$ cat config.mk
export PLATFORM = sky130hd
export DESIGN_NAME = readout_sequencer
export DESIGN_NICKNAME = d
export VERILOG_FILES = /design/src/rtl/rdseq_pkg.sv /design/src/rtl/rdseq_pend_ctr.sv /design/src/rtl/rdseq_l2_track.sv /design/src/rtl/rdseq_wait_timer.sv /design/src/rtl/readout_sequencer.sv
export SDC_FILE = /design/constraint.sdc
export NUM_CORES = 1
export LEC_CHECK = 0
export BUFFER_PORTS_ARGS = -buffer_cell sky130_fd_sc_hd__buf_2
export CORE_MARGIN = 2
export CORE_UTILIZATION = 55
export CTS_CLUSTER_DIAMETER = 200
export CTS_CLUSTER_SIZE = 20
export DETAILED_ROUTE_END_ITERATION = 8
export GPL_TIMING_DRIVEN = 0
export HOLD_SLACK_MARGIN = 0.12
export PLACE_DENSITY = 0.77
export SKIP_CTS_REPAIR_TIMING = 1
export SYNTH_ARGS = -nofsm -noshare
export SYNTH_HDL_FRONTEND = slang
export SYNTH_SLANG_ARGS = --single-unit
$ cat constraint.sdc
create_clock -name clk -period 5.1 [get_ports clk]
set_input_delay 0.255 -clock clk [delete_from_list [all_inputs] [get_ports clk]]
set_output_delay 0.255 -clock clk [all_outputs]
set_load 0.03 [all_outputs]
$ cat src/rtl/rdseq_pkg.sv
package rdseq_pkg;
  typedef enum logic [1:0] {
    SQ_IDLE  = 2'd0,
    SQ_DIG   = 2'd1,
    SQ_STALL = 2'd2,
    SQ_RO    = 2'd3
  } seq_state_t;
endpackage

$ cat src/rtl/rdseq_pend_ctr.sv
module rdseq_pend_ctr #(
  parameter int PEND_W = 4
) (
  input  logic              clk,
  input  logic              rst_n,
  input  logic              accept,
  input  logic              take,
  output logic [PEND_W-1:0] count,
  output logic              nonzero,
  output logic              overflow_err
);
  localparam logic [PEND_W-1:0] MAXV = {PEND_W{1'b1}};

  logic [PEND_W-1:0] cnt_q, cnt_d;
  logic              err_q;
  logic              drop;

  assign drop = accept && (cnt_q == MAXV) && !take;

  always_comb begin
    cnt_d = cnt_q;
    if (!drop) begin
      if (accept && !take)      cnt_d = cnt_q + 1'b1;
      else if (take && !accept) cnt_d = cnt_q - 1'b1;
    end
  end

  always_ff @(posedge clk or negedge rst_n) begin
    if (!rst_n) begin
      cnt_q <= '0;
      err_q <= 1'b0;
    end else begin
      cnt_q <= cnt_d;
      if (drop) err_q <= 1'b1;
    end
  end

  assign count        = cnt_q;
  assign nonzero      = (cnt_q != '0);
  assign overflow_err = err_q;


  pend_drop_chk: assert property (@(posedge clk) disable iff (!rst_n)
    (accept && count == MAXV && !take) |=> (overflow_err && count == MAXV));

  pend_take_chk: assert property (@(posedge clk) disable iff (!rst_n)
    take |-> (count != '0));
endmodule

$ cat src/rtl/rdseq_l2_track.sv
module rdseq_l2_track #(
  parameter int NBUF = 4
) (
  input  logic                       clk,
  input  logic                       rst_n,
  input  logic                       claim,
  input  logic                       release_i,
  output logic [$clog2(NBUF+1)-1:0]  held,
  output logic                       all_full
);
  localparam int HW = $clog2(NBUF+1);
  localparam logic [HW-1:0] FULLV = HW'(NBUF);

  logic [HW-1:0] held_q;
  logic          rel;

  assign rel = release_i && (held_q != '0);

  always_ff @(posedge clk or negedge rst_n) begin
    if (!rst_n)            held_q <= '0;
    else if (claim && !rel) held_q <= held_q + 1'b1;
    else if (rel && !claim) held_q <= held_q - 1'b1;
  end

  assign held     = held_q;
  assign all_full = (held_q == FULLV);


  held_bound_chk: assert property (@(posedge clk) disable iff (!rst_n)
    held <= FULLV);

  claim_room_chk: assert property (@(posedge clk) disable iff (!rst_n)
    claim |-> (held < FULLV));
endmodule

$ cat src/rtl/rdseq_wait_timer.sv
module rdseq_wait_timer #(
  parameter int LIMIT = 1024
) (
  input  logic clk,
  input  logic rst_n,
  input  logic run,
  input  logic clear,
  output logic expired
);
  localparam int CW = $clog2(LIMIT + 1);
  localparam logic [CW-1:0] LAST = CW'(LIMIT - 1);

  logic [CW-1:0] cnt_q;

  always_ff @(posedge clk or negedge rst_n) begin
    if (!rst_n)              cnt_q <= '0;
    else if (!run || clear)  cnt_q <= '0;
    else                     cnt_q <= cnt_q + 1'b1;
  end

  assign expired = run && (cnt_q == LAST);
endmodule

$ cat src/rtl/readout_sequencer.sv
module readout_sequencer #(
  parameter int PEND_W  = 4,
  parameter int NBUF    = 4,
  parameter int TIMEOUT = 1024
) (
  input  logic                       clk,
  input  logic                       rst_n,
  input  logic                       early_en,
  input  logic                       l1a,
  input  logic                       dig_done,
  input  logic                       ro_done,
  input  logic                       l2_free,
  output logic                       dig_req,
  output logic                       l1_done,
  output logic                       ro_req,
  output logic                       ro_busy,
  output logic [PEND_W-1:0]          pend_count,
  output logic [$clog2(NBUF+1)-1:0]  bufs_held,
  output logic                       err_overflow,
  output logic                       err_timeout
);
  import rdseq_pkg::*;

  seq_state_t state_q, state_d;
  logic take, claim, to_fire;
  logic pend_nz, all_full, expired;
  logic l1d_q, tmo_q;

  rdseq_pend_ctr #(.PEND_W(PEND_W)) u_pend (
    .clk(clk), .rst_n(rst_n), .accept(l1a), .take(take),
    .count(pend_count), .nonzero(pend_nz), .overflow_err(err_overflow)
  );

  rdseq_l2_track #(.NBUF(NBUF)) u_l2 (
    .clk(clk), .rst_n(rst_n), .claim(claim), .release_i(l2_free),
    .held(bufs_held), .all_full(all_full)
  );

  rdseq_wait_timer #(.LIMIT(TIMEOUT)) u_tmr (
    .clk(clk), .rst_n(rst_n),
    .run(state_q == SQ_DIG || state_q == SQ_RO),
    .clear(state_d != state_q), .expired(expired)
  );

  always_comb begin
    state_d = state_q;
    take    = 1'b0;
    claim   = 1'b0;
    to_fire = 1'b0;
    unique case (state_q)
      SQ_IDLE: if (pend_nz) begin
        state_d = SQ_DIG;
        take    = 1'b1;
      end
      SQ_DIG: begin
        if (dig_done) begin
          if (!all_full) begin
            state_d = SQ_RO;
            claim   = 1'b1;
          end else begin
            state_d = SQ_STALL;
          end
        end else if (expired) begin
          state_d = SQ_IDLE;
          to_fire = 1'b1;
        end
      end
      SQ_STALL: if (!all_full) begin
        state_d = SQ_RO;
        claim   = 1'b1;
      end
      SQ_RO: begin
        if (ro_done) begin
          if (early_en && pend_nz) begin
            state_d = SQ_DIG;
            take    = 1'b1;
          end else begin
            state_d = SQ_IDLE;
          end
        end else if (expired) begin
          state_d = SQ_IDLE;
          to_fire = 1'b1;
        end
      end
      default: state_d = SQ_IDLE;
    endcase
  end

  always_ff @(posedge clk or negedge rst_n) begin
    if (!rst_n) begin
      state_q <= SQ_IDLE;
      l1d_q   <= 1'b0;
      tmo_q   <= 1'b0;
    end else begin
      state_q <= state_d;
      l1d_q   <= (state_q == SQ_DIG) && dig_done;
      if (to_fire) tmo_q <= 1'b1;
    end
  end

  assign dig_req     = (state_q == SQ_DIG);
  assign ro_req      = (state_q == SQ_RO);
  assign l1_done     = l1d_q;
  assign err_timeout = tmo_q;
  assign ro_busy     = (state_q == SQ_RO) || (state_q == SQ_STALL) ||
                       (early_en && state_q == SQ_DIG);


  l1done_pulse_chk: assert property (@(posedge clk) disable iff (!rst_n)
    (dig_req && dig_done) |=> (l1_done && !dig_req));

  idle_gap_chk: assert property (@(posedge clk) disable iff (!rst_n)
    (ro_req && ro_done && !early_en) |=> !dig_req);

  early_chain_chk: assert property (@(posedge clk) disable iff (!rst_n)
    (ro_req && ro_done && early_en && pend_count != '0) |=> dig_req);

  busy_cover_chk: assert property (@(posedge clk) disable iff (!rst_n)
    ro_req |-> ro_busy);

  timeout_idle_chk: assert property (@(posedge clk) disable iff (!rst_n)
    (dig_req && !dig_done && expired) |=> (!dig_req && !ro_req && err_timeout));
endmodule

==> results of run 1 <==
-- logic make-up after synthesis --
group,after synthesis
xor+xnor,15
fa+ha+maj,12
flops,23
buf+inv,11
mux,2
compound gates,29
simple gates,43
-- path summary, 6_finish.rpt --
check	start	end	slack, ns	cells past startpoint
worst max register to register	state_q[1]	u_pend.count[3]	2.46	10
max in group asynchronous	rst_n	u_tmr.cnt_q[6]	4.33	2
worst min-delay path	dig_done	l1_done	0.21	2
min in group asynchronous	rst_n	u_pend.count[0]	0.43	2
worst max-delay path	state_q[1]	u_pend.count[3]	2.46	10
worst min register to register	u_pend.overflow_err	u_pend.overflow_err	0.48	1
-- sequential cells by signal, indices dropped and copies added (netlist names) --
register,flops
state_q,2
u_tmr.cnt_q,11
l1_done,1
err_timeout,1
u_pend.overflow_err,1
u_pend.count,4
u_l2.held,3
-- layout by cell type, fill, tap and decap left out, types with 3 or more instances in the layout --
master and count:
dfrtp_1 23, buf_2 20, nor4_1 11, xnor2_1 11
ha_1 10, inv_1 8, o21ai_0 7, nand3_1 6
a21oi_1 6, nor2_1 5, xor2_1 4, nand2_1 3
nor3_1 3, clkbuf_4 3
-- metal layers --
layer,up-vias,global-route usage (%),wire length [um]
met5,-,0,0
met4,0,8.75,34
met3,4,3.28,73
met2,24,36.1,1360
met1,549,29.0,1310
li1,551,-,-
-- metrics by stage --
stage | hold slack, ns | util (%) | instance area [um2] | total power, uW | setup slack (ns)
final | 0.212 | 64.2 | 1580 | 1010 | 2.46
after CTS | -0.0957 | 63.8 | 1570 | 1020 | 2.45
after detailed placement | 0.255 | 62.7 | 1540 | 935 | 2.46
after global placement | 0.250 | 62.7 | 1540 | 903 | 2.55
after floorplan | -0.0406 | - | 1410 | 779 | 2.55
after global routing | 0.207 | 64.2 | 1580 | 1100 | 2.21
-- layout make-up --
type	instances	area, um2
Multi-Input combinational cell	101	773
Clock inverter	1	5.00
Buffer	3	27.5
Timing Repair Buffer	20	105
Inverter	8	30.0
Fill cell	204	878
Tap cell	30	37.5
Clock buffer	3	22.5
Sequential cell	23	576
-- critical path, delay by kind of cell (launching register included) --
kind / cells / cell delay [ns]
adder cells (fa/ha/maj): 3 / 0.76
AND/OR/NAND/NOR: 2 / 0.56
flip-flops: 1 / 0.46
buffers and inverters: 2 / 0.33
AO/OA/AOI/OAI: 2 / 0.28
XOR/XNOR: 1 / 0.16
-- report_power, final --
part | internal [uW] | total (uW) | switching (uW)
Clock | 29.3 | 84.9 | 55.6
Combinational | 244 | 622 | 378
Sequential | 236 | 305 | 68.9
==> qor.txt, run 1 <==
Critical Path End Type -> flip-flop
Syn Inst Count -> 135
Final Hold Vio Count -> 0
Syn Nets -> 154
Worst EP arrival -> 2.85 ns
final cycle utilization of the critical path -> 51.8%
synth warn -> 0
peak fanout along the critical path -> 6
Setup Skew -> 0.00342 ns
DIE WIDTH -> 54.6 um
area delta synth->final -> 12.1%
RSZ-0062 raised after global routing -> false
Slew @ Worst Pin -> 0.632 ns
global-route wire length before repair -> 4690 um
Pleak -> 0.000674 uW
cells along the critical path -> inv_1 -> ha_1 -> or3_1 -> ha_1 -> inv_1 -> ha_1 -> a21oi_1 -> and3_1 -> o211ai_1 -> xnor2_1
initial antenna violation count -> 0
Initial DRT Pass Iterations -> 4
post-synthesis compound-gate area fraction -> 14.5%
adder-cell share of the synthesized area -> 11.7%
ratio of cells with drive above 1 in the final layout -> 20.8%
async set-reset flop share out of synthesis -> 100%
post-synthesis sequential area ratio -> 40.9%
Buffers on Ports -> 19
Final min period -> 2.64 ns
drt wl/cell -> 14.7 um
via count -> 1128
most frequent cells after synthesis -> dfrtp_1, nor4_1, xnor2_1
top-count cell post-synth -> dfrtp_1
routed wire length -> 2770 um
CP max-delay cell -> dfrtp_1
CTS H-tree lvls -> 1
CTS root buf -> clkbuf_4
Max Slew Vio Count -> 0
main flop type after synthesis -> dfrtp_1
Synth Area per Inst -> 10.4 um2
initial DRC count -> 27
Mapped Area -> 1410 um2
Clock Pin Slew Worst Setup and Hold Paths -> 0.13 ns
num rows -> 18
# DRC -> 0
core area -> 2450 um2
Clk Latency, worst-skew pair -> 0.31 ns
post-synth cell types -> 38
Max IR drop VDD -> 454 uV
synth top area cells -> dfrtp_1, ha_1, xnor2_1, nor4_1, fa_1
total gr overflow -> 0
I/O pin cnt -> 20
total CTS buffers -> 3
ANT nets after route -> 0
Hold Path Class -> in2reg
DR vias/cell -> 5.97
area leader, netlist -> dfrtp_1
run status -> finished, final reports clean
GRT Util Overall -> 22.0%
WP data required -> 5.31 ns
largest family of logic cells by synthesized area -> simple AND/OR/NAND/NOR gates
CTS tree -> built
final std cells w/o fill -> 189
relative slew slack -> 57.5%
GPL Wtd Cong -> 0.931
Synth Area in XOR/XNOR -> 9.34%
sum of negative setup slack -> 0 ns
diodes inserted -> 0
Setup Viol. Count Final -> 0
Starting Density -> 57.3%
Largest stage delay, worst path -> 0.46 ns
nets@finish -> 179
DP HPWL -> 2140 um
Synth Area in Simple Gates -> 17.8%
Die H -> 54.6 um
largest net degree at the start of global routing -> 24
clk sinks -> 23
FMAX -> 378 MHz
CP Class -> reg2reg
Yosys top cell area share -> 40.9%
most used cell along the critical path -> ha_1
Post-synth EDFFs -> 0
crit path launch type -> flip-flop
Yosys reg bits -> 23
Clock Path Buffers -> 2
Placed Cells -> 184
mux contribution to synthesized area -> 1.60%
die footprint -> 2980 um2
vias in the first global route -> 1061
MaxCap Viol Count -> 0
PwrDens -> 642 nW/um2
Power figures use the tool's default switching activity.
==> run 2, diff against run 1 <==
CORE_UTILIZATION = 51   (was 55)
PLACE_DENSITY = 0.75   (was 0.77)
clock period = 2.2 ns   (was 5.1 ns; I/O delays follow)
==> run 2 against run 1 <==
Net effect:
- the run now ends with setup timing left
- non-clock buffer count increased by 14
- sequential power is 150% higher
- maximum frequency grew 14%
- register-to-register slack worse by 2.6 ns
- via count is 6.0% higher
- first-iteration DRC count down 3.7%
- clock power up 140%
- largest cell class unchanged
- highest routed layer unchanged
==> qor.txt, run 2 (synthesized netlist as in run 1, its figures left out) <==
GRT Util Overall -> 19.3% (-2.7 points)
run status -> complete, but fails checks
failing checks -> setup timing
largest net degree at the start of global routing -> 24 (unchanged)
Pleak -> 0.000748 uW (+11%)
Die H -> 56.5 um (+3.6%)
final cycle utilization of the critical path -> 105% (+54 points)
diodes inserted -> 0 (unchanged)
drt wl/cell -> 16.7 um (+14%)
sum of negative setup slack -> -0.313 ns (-0.313 ns)
core area -> 2690 um2 (+9.4%)
peak fanout along the critical path -> 6 (unchanged)
crit path launch type -> flip-flop
CP Class -> reg2reg
global-route wire length before repair -> 4930 um (+5.3%)
DP HPWL -> 2200 um (+3.0%)
Comb power frac -> 67.0% (+5.5 points)
vias in the first global route -> 1163 (+9.6%)
Initial DRT Pass Iterations -> 4 (unchanged)
Clock Pin Slew Worst Setup and Hold Paths -> 0.14 ns (about the same)
Clock Power Share -> 7.0% (-1.4 points)
switching part of the total -> 48.4% (-1.3 points)
ratio of cells with drive above 1 in the final layout -> 38.2% (+17 points)
max FFs per register -> 11 (unchanged)
die footprint -> 3190 um2 (+7.3%)
initial DRC count -> 26 (-3.7%)
CTS root buf -> clkbuf_4
MaxCap Viol Count -> 0 (unchanged)
DR vias/cell -> 5.86 (-1.8%)
GPL Wtd Cong -> 0.814 (-13%)
Worst EP arrival -> 2.54 ns (-0.31 ns)
total gr overflow -> 0 (unchanged)
Hold Path Class -> in2reg
CTS tree -> built
Starting Density -> 52.4% (-4.9 points)
# DRC -> 0 (unchanged)
RSZ-0062 raised after global routing -> true
relative slew slack -> 53.0% (-4.5 points)
Reg with most FFs -> u_tmr.cnt_q
area delta synth->final -> 31.1%
FMAX -> 431 MHz (+14%)
Max Slew Vio Count -> 0 (unchanged)
PwrDens -> 1580 nW/um2 (+150%)
Max IR drop VDD -> 1240 uV (+170%)
clk sinks -> 23 (unchanged)
final std cells w/o fill -> 204 (+7.9%)
design area -> 1840 um2 (+17%)
via count -> 1196 (+6.0%)
Buffers on Ports -> 19 (unchanged)
sequential share of power -> 25.9% (-4.2 points)
Critical Path End Type -> flip-flop
Slew @ Worst Pin -> 0.704 ns (+0.0724 ns)
Setup Skew -> 0.0124 ns (+0.00897 ns)
Internal -> 1500 uW (+190%)
nets@finish -> 193 (+7.8%)
DIE WIDTH -> 56.5 um (+3.6%)
CTS H-tree lvls -> 1 (unchanged)
Placed Cells -> 185 (+0.54%)
Final Hold Vio Count -> 0 (unchanged)
Setup Viol. Count Final -> 4 (+4)
routed wire length -> 3400 um (+23%)
Clk Latency, worst-skew pair -> 0.32 ns (about the same)
num rows -> 19 (+1)
ANT nets after route -> 0 (unchanged)
placed inst area -> 1580 um2 (+2.5%)
WP data required -> 2.42 ns (-2.89 ns)
Clock Path Buffers -> 2 (unchanged)
total CTS buffers -> 3 (unchanged)
# fillers -> 211 (+3.4%)
initial antenna violation count -> 0 (unchanged)
worst slack, placed -> -0.313 ns (-2.77 ns)
Final min period -> 2.32 ns (-0.322 ns)
most frequent cells in the layout -> buf_2, dfrtp_1, buf_4
final core utilization -> 68.7% (+4.4 points)
Setup WS post-layout -> -0.121 ns (-2.58 ns)
I/O pin cnt -> 20 (unchanged)
Psw -> 1410 uW (+180%)
-- run 2: changes by cell type in the layout (fill, tap and decap cells not counted), sizes merged --
cell / delta
clkinv: -1
buf: +13
dlygate4sd3: +1
clkinvlp: +1
-- run 2: power by group through the flow --
| stage | clock, uW | combinational, uW | sequential, uW |
|---|---|---|---|
| finish | 204 | 1950 | 755 |
| global route | 219 | 2090 | 773 |
| CTS | 206 | 1520 | 734 |
| detailed placement | 0 | 1520 | 741 |
| global placement | 0 | 1450 | 728 |
| floorplan | 0 | 1010 | 867 |
-- run 2: routing by layer --
layer | share of wire [%] | vias up | GRT usage (%)
met2 | 49 | 25 | 32.4
li1 | - | 574 | -
met3 | 3.0 | 6 | 2.76
met4 | 2.0 | 0 | 6.80
met1 | 46 | 591 | 25.2
met5 | 0 | - | 0
-- run 2: through the flow --
step / hold WS (ns) / total power (uW)
final: 0.241 / 2910
after global routing: 0.263 / 3080
after CTS: -0.253 / 2460
after detailed placement: 0.107 / 2260
after global placement: 0.102 / 2180
after floorplan: -0.186 / 1880
-- run 2: final cells by class --
cell class                      count  area (um2)  area share (%)
Clock inverter                      1        7.51           0.407
Timing Repair Buffer               34         213            11.5
Sequential cell                    23         579            31.4
Multi-Input combinational cell    101         921            49.9
Clock buffer                        3        22.5            1.22
Buffer                              3        27.5            1.49
Tap cell                           31        38.8            2.10
Inverter                            8        35.0            1.90
-- run 2: path summary, 6_finish.rpt --
check                               startpoint                  end  slack [ns]  depth (start not counted)
max reg2reg                         state_q[1]      u_pend.count[3]       -0.12                         10
min in group asynchronous                rst_n       u_tmr.cnt_q[2]        0.28                          2
min reg2reg                u_pend.overflow_err  u_pend.overflow_err        0.49                          1
max in group asynchronous                rst_n           state_q[0]        1.53                          2
min                                    l2_free         u_l2.held[0]        0.24                          4
max                                 state_q[1]      u_pend.count[3]       -0.12                         10
-- run 2: critical path: stages, from the launching register on --
cell and delay [ns]:
dfrtp_2 0.49, inv_4 0.11, ha_4 0.21, or3_4 0.40, ha_4 0.17, inv_4 0.07
ha_4 0.21, a21oi_2 0.15, and3_1 0.16, o211ai_1 0.10, xnor2_1 0.15
==> run 3, diff against run 2 <==
MAX_ROUTING_LAYER = met4   (was not set)
==> run 3 against run 2 <==
Net effect:
- the flow still finishes with violations (setup timing)
- wire length rose by 2.1%
- hold slack got worse by 0.017 ns
- global-route usage rose by 1.3 points
- sequential power fell by 0.7%
- register-to-register slack got worse by 0.19 ns
- cell area rose by 0.81%
- maximum frequency fell by 7.4%
- setup slack got worse by 0.19 ns
- sequential share of layout area fell by 0.25 points
- power rose by 1.5%
- critical path type unchanged
==> qor.txt, run 3 (synthesized netlist as in run 1, its figures left out) <==
Buffers on Ports -> 19 (unchanged)
sequential share of power -> 25.4% (-0.5 points)
Clock Path Buffers -> 2 (unchanged)
DR vias/cell -> 6.00 (+2.3%)
Max Slew Vio Count -> 0 (unchanged)
GRT Util Overall -> 20.5% (+1.3 points)
WP data required -> 2.41 ns (about the same)
clk sinks -> 23 (unchanged)
Psw -> 1420 uW (+0.93%)
final std cells w/o fill -> 204 (unchanged)
r2r worst-path depth -> 10 (unchanged)
most common cell after layout, fill and taps aside -> dfrtp_1
nets@finish -> 193 (unchanged)
Comb power frac -> 68.1% (+1.1 points)
Clock Power Share -> 6.5% (-0.5 points)
# fillers -> 195 (-7.6%)
ratio of cells with drive above 1 in the final layout -> 39.3% (+1.2 points)
final cycle utilization of the critical path -> 114% (+8.5 points)
ANT nets after route -> 0 (unchanged)
Hold Path Class -> in2reg
Slew @ Worst Pin -> 0.516 ns (-0.189 ns)
failing checks -> setup timing
CTS tree -> built
total gr overflow -> 0 (unchanged)
Setup Skew -> 0.0148 ns (+0.00240 ns)
CP Launch Point -> state_q[0]
# DRC -> 0 (unchanged)
diodes inserted -> 0 (unchanged)
core area -> 2690 um2 (unchanged)
max FFs per register -> 11 (unchanged)
CTS H-tree lvls -> 1 (unchanged)
FF-to-FF End -> u_pend.count[3]
peak fanout along the critical path -> 4 (-2)
largest net degree at the start of global routing -> 24 (unchanged)
CP Class -> reg2reg
I/O pin cnt -> 20 (unchanged)
crit path launch type -> flip-flop
drt wl/cell -> 17.0 um (+2.1%)
worst hold slack -> 0.225 ns (-0.0168 ns)
Final Hold Vio Count -> 0 (unchanged)
Die H -> 56.5 um (unchanged)
num rows -> 19 (unchanged)
Final min period -> 2.51 ns (+0.187 ns)
RSZ-0062 raised after global routing -> true
Worst EP arrival -> 2.71 ns (+0.17 ns)
sum of negative setup slack -> -0.520 ns (-0.207 ns)
most frequent cells in the layout -> dfrtp_1, buf_2, buf_4
worst r2r src -> state_q[0]
Clock Pin Slew Worst Setup and Hold Paths -> 0.13 ns (about the same)
FMAX -> 399 MHz (-7.4%)
worst slack, placed -> -0.343 ns (-0.0306 ns)
relative slew slack -> 65.6% (+13 points)
total CTS buffers -> 3 (unchanged)
DP HPWL -> 2240 um (+1.7%)
CTS root buf -> clkbuf_4
Critical Path Sink -> u_pend.count[3]
global-route wire length before repair -> 5110 um (+3.5%)
PwrDens -> 1590 nW/um2 (+0.73%)
Setup Viol. Count Final -> 3 (-1)
DIE WIDTH -> 56.5 um (unchanged)
initial antenna violation count -> 0 (unchanged)
Starting Density -> 52.4% (unchanged)
MaxCap Viol Count -> 0 (unchanged)
Clk Latency, worst-skew pair -> 0.31 ns (about the same)
R2R setup slack -> -0.31 ns (-0.19 ns)
Setup WS post-layout -> -0.307 ns (-0.187 ns)
Tot Pwr -> 2950 uW (+1.5%)
initial DRC count -> 50 (+92%)
area delta synth->final -> 32.2%
Critical Path End Type -> flip-flop
Max IR drop VDD -> 1220 uV (-1.0%)
run status -> complete, but fails checks
vias in the first global route -> 1176 (+1.1%)
via count -> 1224 (+2.3%)
die footprint -> 3190 um2 (unchanged)
Reg with most FFs -> u_tmr.cnt_q
Internal -> 1530 uW (+2.1%)
Pleak -> 0.000757 uW (+1.2%)
Worst Hold Launch -> l2_free
GPL Wtd Cong -> 0.834 (+2.5%)
switching part of the total -> 48.1% (-0.30 points)
routed wire length -> 3470 um (+2.1%)
Initial DRT Pass Iterations -> 4 (unchanged)
Placed Cells -> 185 (unchanged)
[run 3: cell count changes in the layout (fill, tap and decap cells not counted), sizes merged]
cell | previous run | this run
clkbuf | 3 | 4
clkinvlp | 1 | 0
[run 3: metal layers]
layer / part of all wire (%) / GRT usage, % / up-vias
li1: - / - / 579
met1: 43 / 25.9 / 599
met2: 51 / 34.1 / 36
met3: 3.6 / 3.23 / 10
met4: 3.0 / 6.12 / 0
met5: 0 / - / -
[run 3: stage by stage]
step	utilization, %	instance area [um2]
6_report	69.2	1860
5_1_grt	69.2	1860
4_1_cts	59.7	1600
3_5_place_dp	58.7	1580
3_3_place_gp	58.7	1580
2_1_floorplan	-	1440
[run 3: worst min-delay path by stage]
stage / endpoint / slack [ns] / cells after the start
finish: u_l2.held[0] / 0.22 / 4
floorplan: err_timeout / -0.19 / 0
CTS: u_tmr.cnt_q[5] / -0.24 / 1
global placement: u_pend.overflow_err / 0.10 / 1
detailed placement: u_pend.overflow_err / 0.11 / 1
global route: u_l2.held[0] / 0.26 / 4
[run 3: layout make-up]
class,count,area [um2],area share [%]
multi-input cells,101,925,49.7
plain buffers,3,30.0,1.62
inverters,8,35.0,1.88
clock buffers,4,26.3,1.41
repair buffers,34,225,12.1
well taps,31,38.8,2.09
flip-flops and latches,23,579,31.2
[run 3: power by group through the flow]
stage,clock [uW],sequential [uW],combinational (uW)
finish,193,750,2010
global route,211,774,2160
CTS,199,730,1520
detailed placement,0,737,1520
global placement,0,726,1450
floorplan,0,867,1010
[run 3: worst max-delay path, cell delays in order (launching register included)]
cell and delay [ns]:
dfrtp_2 0.46, inv_2 0.12, ha_4 0.22, or3_4 0.40, ha_4 0.18, inv_4 0.07, ha_4 0.22, a21oi_4 0.14
and3_4 0.20, o211ai_1 0.13, xnor2_1 0.27
